[config.mk]
export PLATFORM = sky130hd
export DESIGN_NAME = simt_reconv_stack
export DESIGN_NICKNAME = d
export VERILOG_FILES = /design/src/rtl/simt_rcv_pkg.sv /design/src/rtl/rcv_vote.sv /design/src/rtl/rcv_stack.sv /design/src/rtl/simt_reconv_stack.sv
export SDC_FILE = /design/constraint.sdc
export NUM_CORES = 1
export LEC_CHECK = 0
export ABC_AREA = 1
export ABC_CLOCK_PERIOD_IN_PS = 5800
export BUFFER_PORTS_ARGS = -buffer_cell sky130_fd_sc_hd__buf_2
export CORE_MARGIN = 2
export CORE_UTILIZATION = 50
export CTS_BUF_LIST = sky130_fd_sc_hd__clkbuf_2
export CTS_CLUSTER_SIZE = 16
export DETAILED_ROUTE_END_ITERATION = 8
export PLACE_DENSITY = 0.73
export SLEW_MARGIN = 30
export SYNTH_ARGS = -nofsm -noshare
export SYNTH_HDL_FRONTEND = slang
export SYNTH_SLANG_ARGS = --single-unit
[constraint.sdc]
create_clock -name clk -period 5.8 [get_ports clk]
set_input_delay 0.58 -clock clk [delete_from_list [all_inputs] [get_ports clk]]
set_output_delay 0.58 -clock clk [all_outputs]
set_load 0.1 [all_outputs]
[src/rtl/simt_rcv_pkg.sv]
package simt_rcv_pkg;

    localparam int PC_W = 32;

    typedef logic [PC_W-1:0] pc_t;

    typedef enum logic [1:0] {
        RC_IDLE  = 2'd0,
        RC_SPLIT = 2'd1,
        RC_JOIN  = 2'd2,
        RC_RSVD  = 2'd3
    } rc_cmd_e;

    typedef enum logic [1:0] {
        ENT_UNIFORM = 2'd0,
        ENT_TAKEN   = 2'd1,
        ENT_FALL    = 2'd2
    } ent_kind_e;

    localparam int KIND_W = 2;

endpackage

[src/rtl/rcv_vote.sv]
module rcv_vote #(
    parameter int THREADS = 8
) (
    input  logic [THREADS-1:0] pred_i,
    input  logic [THREADS-1:0] mask_i,
    output logic               none_active_o,
    output logic               uniform_o,
    output logic [THREADS-1:0] taken_mask_o,
    output logic [THREADS-1:0] fall_mask_o,
    output logic               br_diverge_o
);
    localparam int CNT_W = $clog2(THREADS + 1);

    logic [CNT_W-1:0] n_active;
    logic [CNT_W-1:0] n_enabled;

    always_comb begin
        taken_mask_o  = mask_i & pred_i;
        fall_mask_o   = mask_i & ~pred_i;
        none_active_o = (mask_i == '0);
        uniform_o     = (taken_mask_o == '0) || (taken_mask_o == mask_i);
        n_active      = CNT_W'($countones(mask_i));
        n_enabled     = CNT_W'($countones(taken_mask_o));
        br_diverge_o  = (n_enabled != '0) && (n_enabled != n_active);
    end
endmodule

[src/rtl/rcv_stack.sv]
module rcv_stack #(
    parameter int W     = 16,
    parameter int DEPTH = 8
) (
    input  logic                         clk,
    input  logic                         rst,
    input  logic                         push_a,
    input  logic                         push_b,
    input  logic                         pop,
    input  logic [W-1:0]                 din_a,
    input  logic [W-1:0]                 din_b,
    output logic [W-1:0]                 top_o,
    output logic [$clog2(DEPTH+1)-1:0]   cnt_o
);
    localparam int CW = $clog2(DEPTH + 1);
    localparam int AW = (DEPTH > 1) ? $clog2(DEPTH) : 1;

    logic [W-1:0]  slot_q [DEPTH];
    logic [CW-1:0] cnt_q;
    logic [AW-1:0] wr0;
    logic [AW-1:0] wr1;
    logic [AW-1:0] rd;

    assign wr0   = AW'(cnt_q);
    assign wr1   = AW'(cnt_q + CW'(1));
    assign rd    = AW'(cnt_q - CW'(1));
    assign top_o = slot_q[rd];
    assign cnt_o = cnt_q;

    for (genvar i = 0; i < DEPTH; i++) begin : g_slot
        always_ff @(posedge clk) begin
            if (push_a && wr0 == AW'(i)) begin
                slot_q[i] <= din_a;
            end else if (push_b && wr1 == AW'(i)) begin
                slot_q[i] <= din_b;
            end
        end
    end

    always_ff @(posedge clk) begin
        if (rst) begin
            cnt_q <= '0;
        end else if (pop) begin
            cnt_q <= cnt_q - CW'(1);
        end else if (push_b) begin
            cnt_q <= cnt_q + CW'(2);
        end else if (push_a) begin
            cnt_q <= cnt_q + CW'(1);
        end
    end
endmodule

[src/rtl/simt_reconv_stack.sv]
module simt_reconv_stack
    import simt_rcv_pkg::*;
#(
    parameter int THREADS = 8,
    parameter int DEPTH   = 8
) (
    input  logic               clk,
    input  logic               rst,
    input  logic [1:0]         cmd_i,
    input  logic               br_i,
    input  logic [THREADS-1:0] pred_i,
    input  logic [THREADS-1:0] mask_i,
    input  logic [31:0]        pc_i,
    output logic [THREADS-1:0] mask_o,
    output logic               redir_o,
    output logic [31:0]        redir_pc_o,
    output logic               err_o,
    output logic               div_fault_o,
    output logic               full_o,
    output logic               empty_o
);
    localparam int CW = $clog2(DEPTH + 1);

    typedef struct packed {
        ent_kind_e          kind;
        logic [THREADS-1:0] mask;
        pc_t                pc;
    } entry_t;

    localparam int EW = $bits(entry_t);

    rc_cmd_e            cmd;
    logic               none_active, uniform, br_diverge;
    logic [THREADS-1:0] taken_mask, fall_mask;
    logic [EW-1:0]      top_raw;
    entry_t             top, ent_a, ent_b;
    logic [CW-1:0]      cnt;
    logic               room1, room2;
    logic               push_a, push_b, pop;
    logic               split_err, join_err, split_idle_fault;

    logic [THREADS-1:0] mask_q;
    logic               redir_q, err_q, fault_q;
    pc_t                rpc_q;

    rcv_vote #(.THREADS(THREADS)) u_vote (
        .pred_i        (pred_i),
        .mask_i        (mask_i),
        .none_active_o (none_active),
        .uniform_o     (uniform),
        .taken_mask_o  (taken_mask),
        .fall_mask_o   (fall_mask),
        .br_diverge_o  (br_diverge)
    );

    rcv_stack #(.W(EW), .DEPTH(DEPTH)) u_stk (
        .clk    (clk),
        .rst    (rst),
        .push_a (push_a),
        .push_b (push_b),
        .pop    (pop),
        .din_a  (ent_a),
        .din_b  (ent_b),
        .top_o  (top_raw),
        .cnt_o  (cnt)
    );

    always_comb begin
        cmd   = rc_cmd_e'(cmd_i);
        top   = entry_t'(top_raw);
        room1 = (int'(cnt) + 1) <= DEPTH;
        room2 = (int'(cnt) + 2) <= DEPTH;

        ent_a.kind = uniform ? ENT_UNIFORM : ENT_FALL;
        ent_a.mask = mask_i;
        ent_a.pc   = pc_i;
        ent_b.kind = ENT_TAKEN;
        ent_b.mask = taken_mask;
        ent_b.pc   = pc_i;

        split_idle_fault = (cmd == RC_SPLIT) && none_active;
        push_a = (cmd == RC_SPLIT) && !none_active && (uniform ? room1 : room2);
        push_b = push_a && !uniform;
        split_err = (cmd == RC_SPLIT) && !none_active && !push_a;
        pop      = (cmd == RC_JOIN) && (cnt != '0);
        join_err = (cmd == RC_JOIN) && (cnt == '0);
    end

    always_ff @(posedge clk) begin
        if (rst) begin
            mask_q  <= '1;
            redir_q <= 1'b0;
            rpc_q   <= '0;
            err_q   <= 1'b0;
            fault_q <= 1'b0;
        end else begin
            redir_q <= 1'b0;
            err_q   <= split_err || join_err;
            fault_q <= split_idle_fault || (br_i && br_diverge);
            if (push_b) begin
                mask_q <= fall_mask;
            end else if (push_a) begin
                mask_q <= mask_i;
            end else if (pop) begin
                mask_q <= top.mask;
                if (top.kind == ENT_TAKEN) begin
                    redir_q <= 1'b1;
                    rpc_q   <= top.pc;
                end
            end
        end
    end

    assign mask_o      = mask_q;
    assign redir_o     = redir_q;
    assign redir_pc_o  = rpc_q;
    assign err_o       = err_q;
    assign div_fault_o = fault_q;
    assign full_o      = (int'(cnt) == DEPTH);
    assign empty_o     = (cnt == '0);
endmodule

==> results of run 1 <==
[metrics by stage]
stage	power, mW	std cells	cell area (sq um)	hold WS [ns]	setup WS (ns)
floorplan	4.699	1611	17120	0.4289	1.212
global placement	5.161	2085	17930	0.4391	1.404
detailed placement	5.200	2085	17930	0.4521	1.661
CTS	7.119	2294	19230	0.01591	1.802
global route	7.465	2296	19240	0.01962	1.573
finish	7.088	2296	19240	0.07226	1.841
[cell usage after synthesis]
cell type	instances	area (sq um)
o211ai_1	3	22.52
nand2_4	4	45.04
buf_1	7	26.28
ha_1	31	387.9
nand4_4	1	21.27
nand4_2	3	37.54
buf_6	5	56.30
a31oi_1	12	75.07
o22ai_1	72	450.4
buf_8	1	15.01
dfxtp_1	49	980.9
edfxtp_1	334	10030
nand4_1	4	25.02
nor3_1	1	5.000
nor2_1	214	803.3
a21oi_1	17	85.08
o311ai_0	1	8.760
fa_1	8	160.2
buf_4	4	30.03
nor2_2	32	200.2
buf_2	20	100.1
nand2_8	3	60.06
o221ai_1	3	26.28
inv_1	108	405.4
nand3_2	3	30.03
nand3_1	37	185.2
a22o_1	8	70.07
nor2_8	3	60.06
a21boi_4	1	18.77
nand3_4	2	35.03
xnor2_1	4	35.03
nand2_2	4	25.02
nand2_1	364	1366
o21ai_1	3	15.01
nor2_4	3	33.78
buf_12	1	20.02
nor3_2	2	20.02
inv_2	11	41.29
o22ai_2	4	50.05
o21ai_0	171	855.8
clkbuf_1	53	198.9
[power by group]
part           switching (mW)  internal, mW  total [mW]
Clock                    1.09         0.825        1.92
Combinational            1.41         0.504        1.91
Sequential             0.0845          3.17        3.26
Total                    2.59          4.50        7.09
[layer usage]
layer / wire length, microns / part of all wire [%]
met1: 16980 / 41
met2: 20540 / 49
met3: 2819 / 6.8
met4: 1355 / 3.3
met5: 0 / 0
[what timing repair did]
action	4_1_cts	5_1_grt
hold endpoints to repair	250	0
setup buffers	0	0
hold buffers	35	0
[worst paths after layout]
check / to / slack, ns
worst max-delay path: redir_pc_o[10] / 1.84
worst min-delay path: u_stk.slot_q[7][39] / 0.07
worst max register to register: redir_pc_o[10] / 1.84
worst min register to register: mask_o[1] / 0.48
[flip-flops by register name, summed over array words and instances (netlist names)]
name	cells
err_o	1
div_fault_o	1
mask_o	8
redir_pc_o	32
redir_o	1
u_stk.cnt_o	4
u_stk.slot_q	336
[cell families after synthesis]
logic type / synth area share, %
compound gates: 9.802
flops: 64.32
simple gates: 17.25
buf+inv: 5.219
fa+ha+maj: 3.201
xor+xnor: 0.2046
[layout make-up]
cell class              instances  area (sq um)  area share, %
flip-flops and latches        383         11010          57.26
multi-input cells            1018          5271          27.40
repair buffers                152         985.9          5.126
clock buffers                 149         745.7          3.877
well taps                     448         560.5          2.914
inverters                     119         449.2          2.335
clock inverters                25         203.9          1.060
diodes                          2         5.005        0.02602
[worst max-delay path, stage by stage, from the launching register on]
cell,delay (ns)
dfxtp_4,0.86
inv_4,0.27
ha_2,0.42
buf_4,0.67
o221ai_1,0.25
nand4_1,0.13
nand2_1,0.06
buf_4,0.26
inv_2,0.57
nor2_1,0.09
nor2_1,0.14
==> run_results.csv, run 1 <==
group,metric,value,unit
synthesis,seq_area_frac_synth,64.32,%
sta,maxSlewViolCount,0,
floorplan,fp.dieArea,0.03573,sq mm
sta,tightest_slew,0.9491,ns
routing,ant_nets,0,
cts,cts.sinks,383,
cts,clock_path_buffers,3,
global_route,met1_usage,30.44,%
routing,wl,41690,microns
cts,cts_tree,"yes",
finish,area_growth,12.37,%
sta,relSlewSlack,36.72,%
synthesis,yosys_warnings,0,
routing,drc,0,
cts,cts_resized,0,
setup_path,worst_ep_required_time,6.61,ns
synthesis,netlist_instances,1611,
finish,final_common_cell,"nand2_1",
placement,port_buffers,97,
setup_path,critPathLaunchType,"flip-flop",
synthesis,synth_nets,1703,
placement,dp_hpwl,24580,microns
setup_path,r2r_start,"u_stk.cnt_o[0]",
setup_path,arrival,4.77,ns
setup_path,crit_fanout,79,
run,maxCapViolations,0,
floorplan,rows,67,
cts,clk_pin_slew,0.11,ns
cts,cts_root_buf,"clkbuf_2",
finish,fillCellCount,2857,
global_route,grtUsageMet2,38.93,%
sta,setup_violations,0,
min_path,hold_depth,3,
sta,setup_tns,0,ns
finish,final_cell_mix,"nand2_1, edfxtp_1, nor2_1",
setup_path,worstRegToRegCells,10,
setup_path,endpoint_kind,"flip-flop",
floorplan,core_area,0.03362,sq mm
setup_path,worst-setup-path-type,"flip-flop to flip-flop",
routing,wl_per_cell,18.16,microns
synthesis,synth_area,0.01712,sq mm
power,ir_drop,0.1892,mV
finish,drive_gt1_share,19.56,%
floorplan,io_pins,98,
routing,drt-pass1-iter-count,5,
finish,final_nets,1859,
cts,htreeDepth,3,
setup_path,critPathLaunch,"u_stk.cnt_o[0]",
sta,hold_viol,0,
power,p_leak,7.852,nW
sta,grt_setup_unrepaired,"false",
synthesis,synth_seq_cells,383,
global_route,grt_usage,23.66,%
floorplan,initial_core_util,50.92,%
status,status,"finished clean",
sta,period_share,68.25,%
min_path,hp-start,"mask_i[7]",
min_path,hold_path.class,"primary input to flip-flop",
finish,final_util,57.22,%
global_route,grt_pass1_wl,65960,microns
floorplan,die_w,189.0,microns
power,p_per_area,368.5,mW/mm^2
cts,clkLatencyLatePin,0.98,ns
placement,gp_congestion,0.9096,
sta,min_period,3.959,ns
global_route,grt_use_met3,4.356,%
routing,drtIter0Drc,1176,
sta,finalClockSkew,0.1026,ns
global_route,grt_pass1_vias,12580,
global_route,top_usage_layer,"met2",
global_route,grt_overflow,0,
synthesis,avgSynthCellArea,10.63,sq um
routing,viasPerCell,5.456,
synthesis,yosysUniqueCellTypes,41,
sta,fmax,0.2526,GHz
routing,vias,12530,
global_route,antenna_found_initial,2,
global_route,grt_max_degree,97,
floorplan,die-height,189.0,microns
cts,numCtsBuffers,93,
(Power assumes the default switching activity.)
==> run 2, diff against run 1 <==
--- a/config.mk
+++ b/config.mk
@@ -6,14 +6,14 @@
 export NUM_CORES = 1
 export LEC_CHECK = 0
 export ABC_AREA = 1
-export ABC_CLOCK_PERIOD_IN_PS = 5800
+export ABC_CLOCK_PERIOD_IN_PS = 3570
 export BUFFER_PORTS_ARGS = -buffer_cell sky130_fd_sc_hd__buf_2
 export CORE_MARGIN = 2
 export CORE_UTILIZATION = 50
 export CTS_BUF_LIST = sky130_fd_sc_hd__clkbuf_2
 export CTS_CLUSTER_SIZE = 16
 export DETAILED_ROUTE_END_ITERATION = 8
-export PLACE_DENSITY = 0.73
+export PLACE_DENSITY = 0.76
 export SLEW_MARGIN = 30
 export SYNTH_ARGS = -nofsm -noshare
 export SYNTH_HDL_FRONTEND = slang
==> constraint.sdc (replaced) <==
create_clock -name clk -period 3.57 [get_ports clk]
set_input_delay 0.357 -clock clk [delete_from_list [all_inputs] [get_ports clk]]
set_output_delay 0.357 -clock clk [all_outputs]
set_load 0.1 [all_outputs]
==> run_results.csv, run 2 (synthesis gave the netlist of run 1 again) <==
group,metric,value,unit
status,status,"finished clean",
routing,drtIter0Drc,1317,
min_path,hold_path.class,"primary input to flip-flop",
sta,fmax,0.2857,GHz
floorplan,rows,67,
finish,final_cell_mix,"nand2_1, edfxtp_1, nor2_1",
routing,drt-pass1-iter-count,6,
cts,clock_path_buffers,3,
setup_path,crit_path_top_delay_cell,"dlygate4sd3_1",
global_route,grt_max_degree,90,
routing,wl_per_cell,18.30,microns
min_path,hold_end,"err_o",
sta,setup_violations,0,
setup_path,worst_ep_required_time,4.41,ns
sta,finalClockSkew,0.1303,ns
min_path,hold_depth,7,
setup_path,arrival,4.34,ns
setup_path,worst-setup-path-type,"primary input to flip-flop",
floorplan,die-height,189.0,microns
finish,final_nets,1912,
power,total_power,11.61,mW
finish,max_flop_register,"u_stk.slot_q",
floorplan,io_pins,98,
cts,htreeDepth,3,
setup_path,reg2reg_slack,0.26,ns
placement,dpl_cell_area,0.01819,sq mm
sta,period_share,98.05,%
setup_path,path_cells,"dlygate4sd3_1 > clkbuf_4 > nand2_4 > inv_1 > ha_1 > inv_1 > fa_1 > fa_1 > inv_1 > ha_1 > inv_1 > fa_1 > xnor2_1 > nand4_1 > o311ai_2 > a21oi_1 > dlygate4sd3_1",
routing,drc,0,
sta,tightest_slew,0.9424,ns
power,p_per_area,585.2,mW/mm^2
cts,cts_root_buf,"clkbuf_2",
setup_path,r2r_start,"u_stk.cnt_o[1]",
floorplan,die_w,189.0,microns
routing,ant_nets,0,
finish,final_common_cell,"nand2_1",
setup_path,critPathLaunchType,"primary input",
routing,wl,43010,microns
setup_path,endpoint_kind,"flip-flop",
setup_path,worstRegToRegCells,14,
cts,numCtsBuffers,95,
finish,drive_gt1_share,20.27,%
global_route,grt_usage,24.36,%
sta,hold_viol,0,
setup_path,r2r-end,"u_stk.slot_q[1][37]",
global_route,grt_pass1_vias,12770,
sta,relSlewSlack,36.78,%
finish,largest_register_ffs,336,
sta,maxSlewViolCount,0,
power,ir_drop,0.3344,mV
floorplan,fp.dieArea,0.03573,sq mm
setup_path,cpMostUsedCell,"inv_1",
routing,vias,12800,
global_route,grt_overflow,0,
floorplan,initial_core_util,50.92,%
placement,port_buffers,97,
cts,cts.sinks,383,
sta,setup_tns,0,ns
min_path,hp-start,"cmd_i[1]",
finish,area_growth,15.94,%
cts,cts_tree,"yes",
power,p_leak,8.096,nW
cts,clk_pin_slew,0.12,ns
global_route,grt_pass1_wl,67600,microns
placement,dp_hpwl,24840,microns
run,maxCapViolations,0,
sta,min_period,3.500,ns
setup_path,crit_fanout,12,
setup_path,critPathMaxStageDelay,0.57,ns
floorplan,core_area,0.03362,sq mm
finish,stdcell_area,0.01985,sq mm
global_route,antenna_found_initial,2,
routing,viasPerCell,5.447,
cts,clkLatencyLatePin,0.96,ns
placement,gp_congestion,0.9016,
-- run 2: cell count changes in the layout (fill, tap and decap cells not counted), moves of 2 or more --
cell	delta
nand2_4	+2
buf_4	+11
nand2_2	-2
buf_12	+9
clkinv_1	+3
buf_2	-4
dlygate4sd3_1	+30
clkbuf_4	+4
-- run 2: area by class of cell --
cell class / count / area (sq um)
repair buffers: 203 / 1570
flip-flops and latches: 383 / 11010
diodes: 3 / 7.507
clock buffers: 149 / 745.7
multi-input cells: 1018 / 5305
inverters: 119 / 449.2
clock inverters: 27 / 193.9
fillers: 2771 / 13770
well taps: 448 / 560.5
-- run 2: metal layers --
layer  routed length [microns]  track usage (%)  part of all wire [%]
met1                     17050            31.81                    40
met2                     20880            40.49                    49
met3                      3752            4.152                   8.7
met4                      1319            10.10                   3.1
met5                         0                0                     0
-- run 2: power breakdown --
part	total (mW)	switching (mW)	internal, mW
Clock	3.05	1.78	1.27
Combinational	3.32	2.40	0.921
Sequential	5.25	0.0953	5.15
-- run 2: worst max path at each step --
stage	slack, ns	to	depth (start not counted)	from
2_1_floorplan	-0.23	u_stk.slot_q[0][0]	15	u_stk.cnt_o[0]
3_3_place_gp	0.25	div_fault_o	15	mask_i[6]
3_5_place_dp	0.14	div_fault_o	14	mask_i[4]
4_1_cts	0.1	u_stk.slot_q[7][33]	13	u_stk.cnt_o[1]
5_1_grt	-0.06	div_fault_o	17	mask_i[3]
6_report	0.07	div_fault_o	17	mask_i[4]
-- run 2: per-stage QoR --
step	worst slack, ns	instances	hold slack (ns)	util (%)
after global placement	0.2528	2104	0.4372	54.11
after global routing	-0.06359	2349	0.1278	59.03
after detailed placement	0.1388	2104	0.4581	54.11
after CTS	0.09640	2345	0.04167	58.85
after floorplan	-0.2341	1611	0.4261	-
final	0.06953	2350	0.1230	59.04
-- run 2: what timing repair did --
action,CTS,global route
setup buffers,0,2
endpoints found under the hold margin,333,0
resized for setup,0,11
hold buffers,65,0
setup endpoints to repair,0,4
-- run 2: worst max-delay path: cells and delay by family --
family,cells,cell delay [ns]
adder cells (fa/ha/maj),5,1.82
buffers and inverters,7,1.51
AND/OR/NAND/NOR,2,0.26
XOR/XNOR,1,0.20
AO/OA/AOI/OAI,2,0.20
==> run 3, diff against run 2 <==
==> constraint.sdc (replaced) <==
create_clock -name clk -period 3.57 [get_ports clk]
set_input_delay 0.5355 -clock clk [delete_from_list [all_inputs] [get_ports clk]]
set_output_delay 0.5355 -clock clk [all_outputs]
set_load 0.1 [all_outputs]
==> run_results.csv, run 3 (synthesis gave the netlist of run 1 again) <==
group,metric,value,unit
sta,hold_viol,0,
global_route,grt_max_degree,85,
routing,wl_per_cell,18.32,microns
routing,vias,12800,
setup_path,endpoint_kind,"flip-flop",
finish,drive_gt1_share,20.71,%
cts,numCtsBuffers,94,
cts,cts.sinks,383,
global_route,met1_usage,29.56,%
global_route,grt_overflow,0,
finish,largest_register_ffs,336,
finish,final_cell_mix,"nand2_1, edfxtp_1, nor2_1",
floorplan,rows,67,
finish,fillCellCount,2748,
routing,viasPerCell,5.477,
setup_path,critPathBufInv,8,
sta,tightest_slew,0.8851,ns
floorplan,fp.dieArea,0.03573,sq mm
finish,final_common_cell,"nand2_1",
placement,pre_cts_slack,0.05013,ns
setup_path,critPathLaunchType,"primary input",
finish,finalNonFillerCells,2337,
power,ir_drop,0.2619,mV
finish,area_growth,14.76,%
sta,relSlewSlack,41.00,%
cts,cts_tree,"yes",
routing,ant_nets,0,
setup_path,worst_ep_required_time,4.45,ns
sta,period_share,96.36,%
routing,drc,0,
sta,finalClockSkew,0.1283,ns
finish,regArea,0.01101,sq mm
floorplan,die-height,189.0,microns
power,p_leak,8.050,nW
min_path,hold_path.class,"primary input to flip-flop",
setup_path,worst-setup-path-type,"primary input to flip-flop",
global_route,grt_pass1_wl,66050,microns
global_route,antenna_found_initial,1,
global_route,grt_pass1_vias,12660,
global_route,grtUsageMet2,41.27,%
sta,whs,0.04618,ns
routing,drtIter0Drc,1423,
sta,setup_tns,0,ns
sta,maxSlewViolCount,0,
finish,max_flop_register,"u_stk.slot_q",
setup_path,cpMostUsedCell,"inv_1",
floorplan,die_w,189.0,microns
floorplan,core_area,0.03362,sq mm
sta,min_period,3.440,ns
cts,clkLatencyLatePin,0.99,ns
placement,port_buffers,97,
power,p_per_area,583.5,mW/mm^2
placement,dp_cells,2113,
routing,wl,42820,microns
cts,clock_path_buffers,3,
sta,setup_ws,0.1299,ns
floorplan,initial_core_util,50.92,%
global_route,top_usage_layer,"met2",
run,maxCapViolations,0,
cts,htreeDepth,3,
placement,dp_hpwl,24700,microns
setup_path,crit_fanout,11,
finish,final_nets,1898,
cts,clk_pin_slew,0.10,ns
cts,cts_root_buf,"clkbuf_2",
setup_path,crit_path_top_delay_cell,"dlygate4sd3_1",
setup_path,arrival,4.32,ns
setup_path,path_cells,"dlygate4sd3_1 > buf_2 > buf_6 > inv_1 > ha_1 > inv_1 > fa_1 > fa_1 > inv_1 > ha_1 > inv_1 > fa_1 > xnor2_1 > nand4_1 > o311ai_1 > a21oi_1 > dlygate4sd3_1",
placement,gp_congestion,0.8668,
sta,setup_violations,0,
routing,drt-pass1-iter-count,8,
sta,fmax,0.2907,GHz
finish,multiInputGateArea,0.005289,sq mm
global_route,grt_usage,23.83,%
status,status,"finished clean",
setup_path,critPathMaxStageDelay,0.55,ns
global_route,grt_use_met3,3.967,%
sta,grt_setup_unrepaired,"true",
setup_path,critical-path-top-delay-family,"adder cells",
floorplan,io_pins,98,
finish,final_util,58.44,%
==> run 3: cell count changes in the layout (fill, tap and decap cells not counted), sizes merged <==
cell,before,now
dlygate4sd3,65,44
clkbuf,153,150
diode,3,1
inv,119,125
bufinv,2,0
buf,134,145
clkinvlp,2,0
==> run 3: repair_timing <==
| item | CTS | global route |
|---|---|---|
| endpoints found under the setup margin | 0 | 3 |
| hold endpoints to repair | 279 | 0 |
| resized for setup | 0 | 8 |
| buffers inserted | 0 | 1 |
| hold buffers | 44 | 0 |
==> run 3: area by class of cell <==
| cell class | instances | area share [%] |
|---|---|---|
| antenna | 1 | 0.01274 |
| clock buffer | 149 | 3.796 |
| clock inverter | 29 | 0.7643 |
| inverter | 119 | 2.287 |
| multi-input combinational | 1018 | 26.92 |
| sequential | 383 | 56.07 |
| tap | 448 | 2.854 |
| timing repair buffer | 190 | 7.293 |
==> run 3: worst paths after layout <==
kind,slack (ns),to,from,depth (start not counted)
worst max register to register,0.20,u_stk.slot_q[0][34],u_stk.cnt_o[0],15
worst max-delay path,0.13,div_fault_o,mask_i[3],17
worst min register to register,0.48,mask_o[1],mask_o[1],2
worst min-delay path,0.05,u_stk.slot_q[5][35],pred_i[3],4
==> run 3: power breakdown <==
part | internal, mW | total (mW) | leakage (nW) | switching [mW]
clock | 1.14 | 2.91 | 0.694 | 1.77
sequential | 5.15 | 5.24 | 3.35 | 0.0900
combinational | 0.913 | 3.31 | 4.00 | 2.40
total | 7.20 | 11.5 | 8.05 | 4.26
==> run 3: through the flow <==
stage / area, sq um / power (mW)
detailed placement: 18270 / 8.566
global route: 19640 / 12.05
global placement: 18270 / 8.472
finish: 19640 / 11.46
floorplan: 17130 / 7.637
CTS: 19610 / 11.49
==> run 3: routing by layer <==
layer | vias to the layer above | part of all wire [%]
li1 | 5973 | -
met1 | 6131 | 40
met2 | 600 | 50
met3 | 96 | 8.1
met4 | 0 | 2.5
met5 | - | 0
==> run 3: worst min-delay path: stages <==
cell     delay (ns)
buf_2          0.08
nand2_1        0.06
buf_4          0.18
nand2_1        0.07
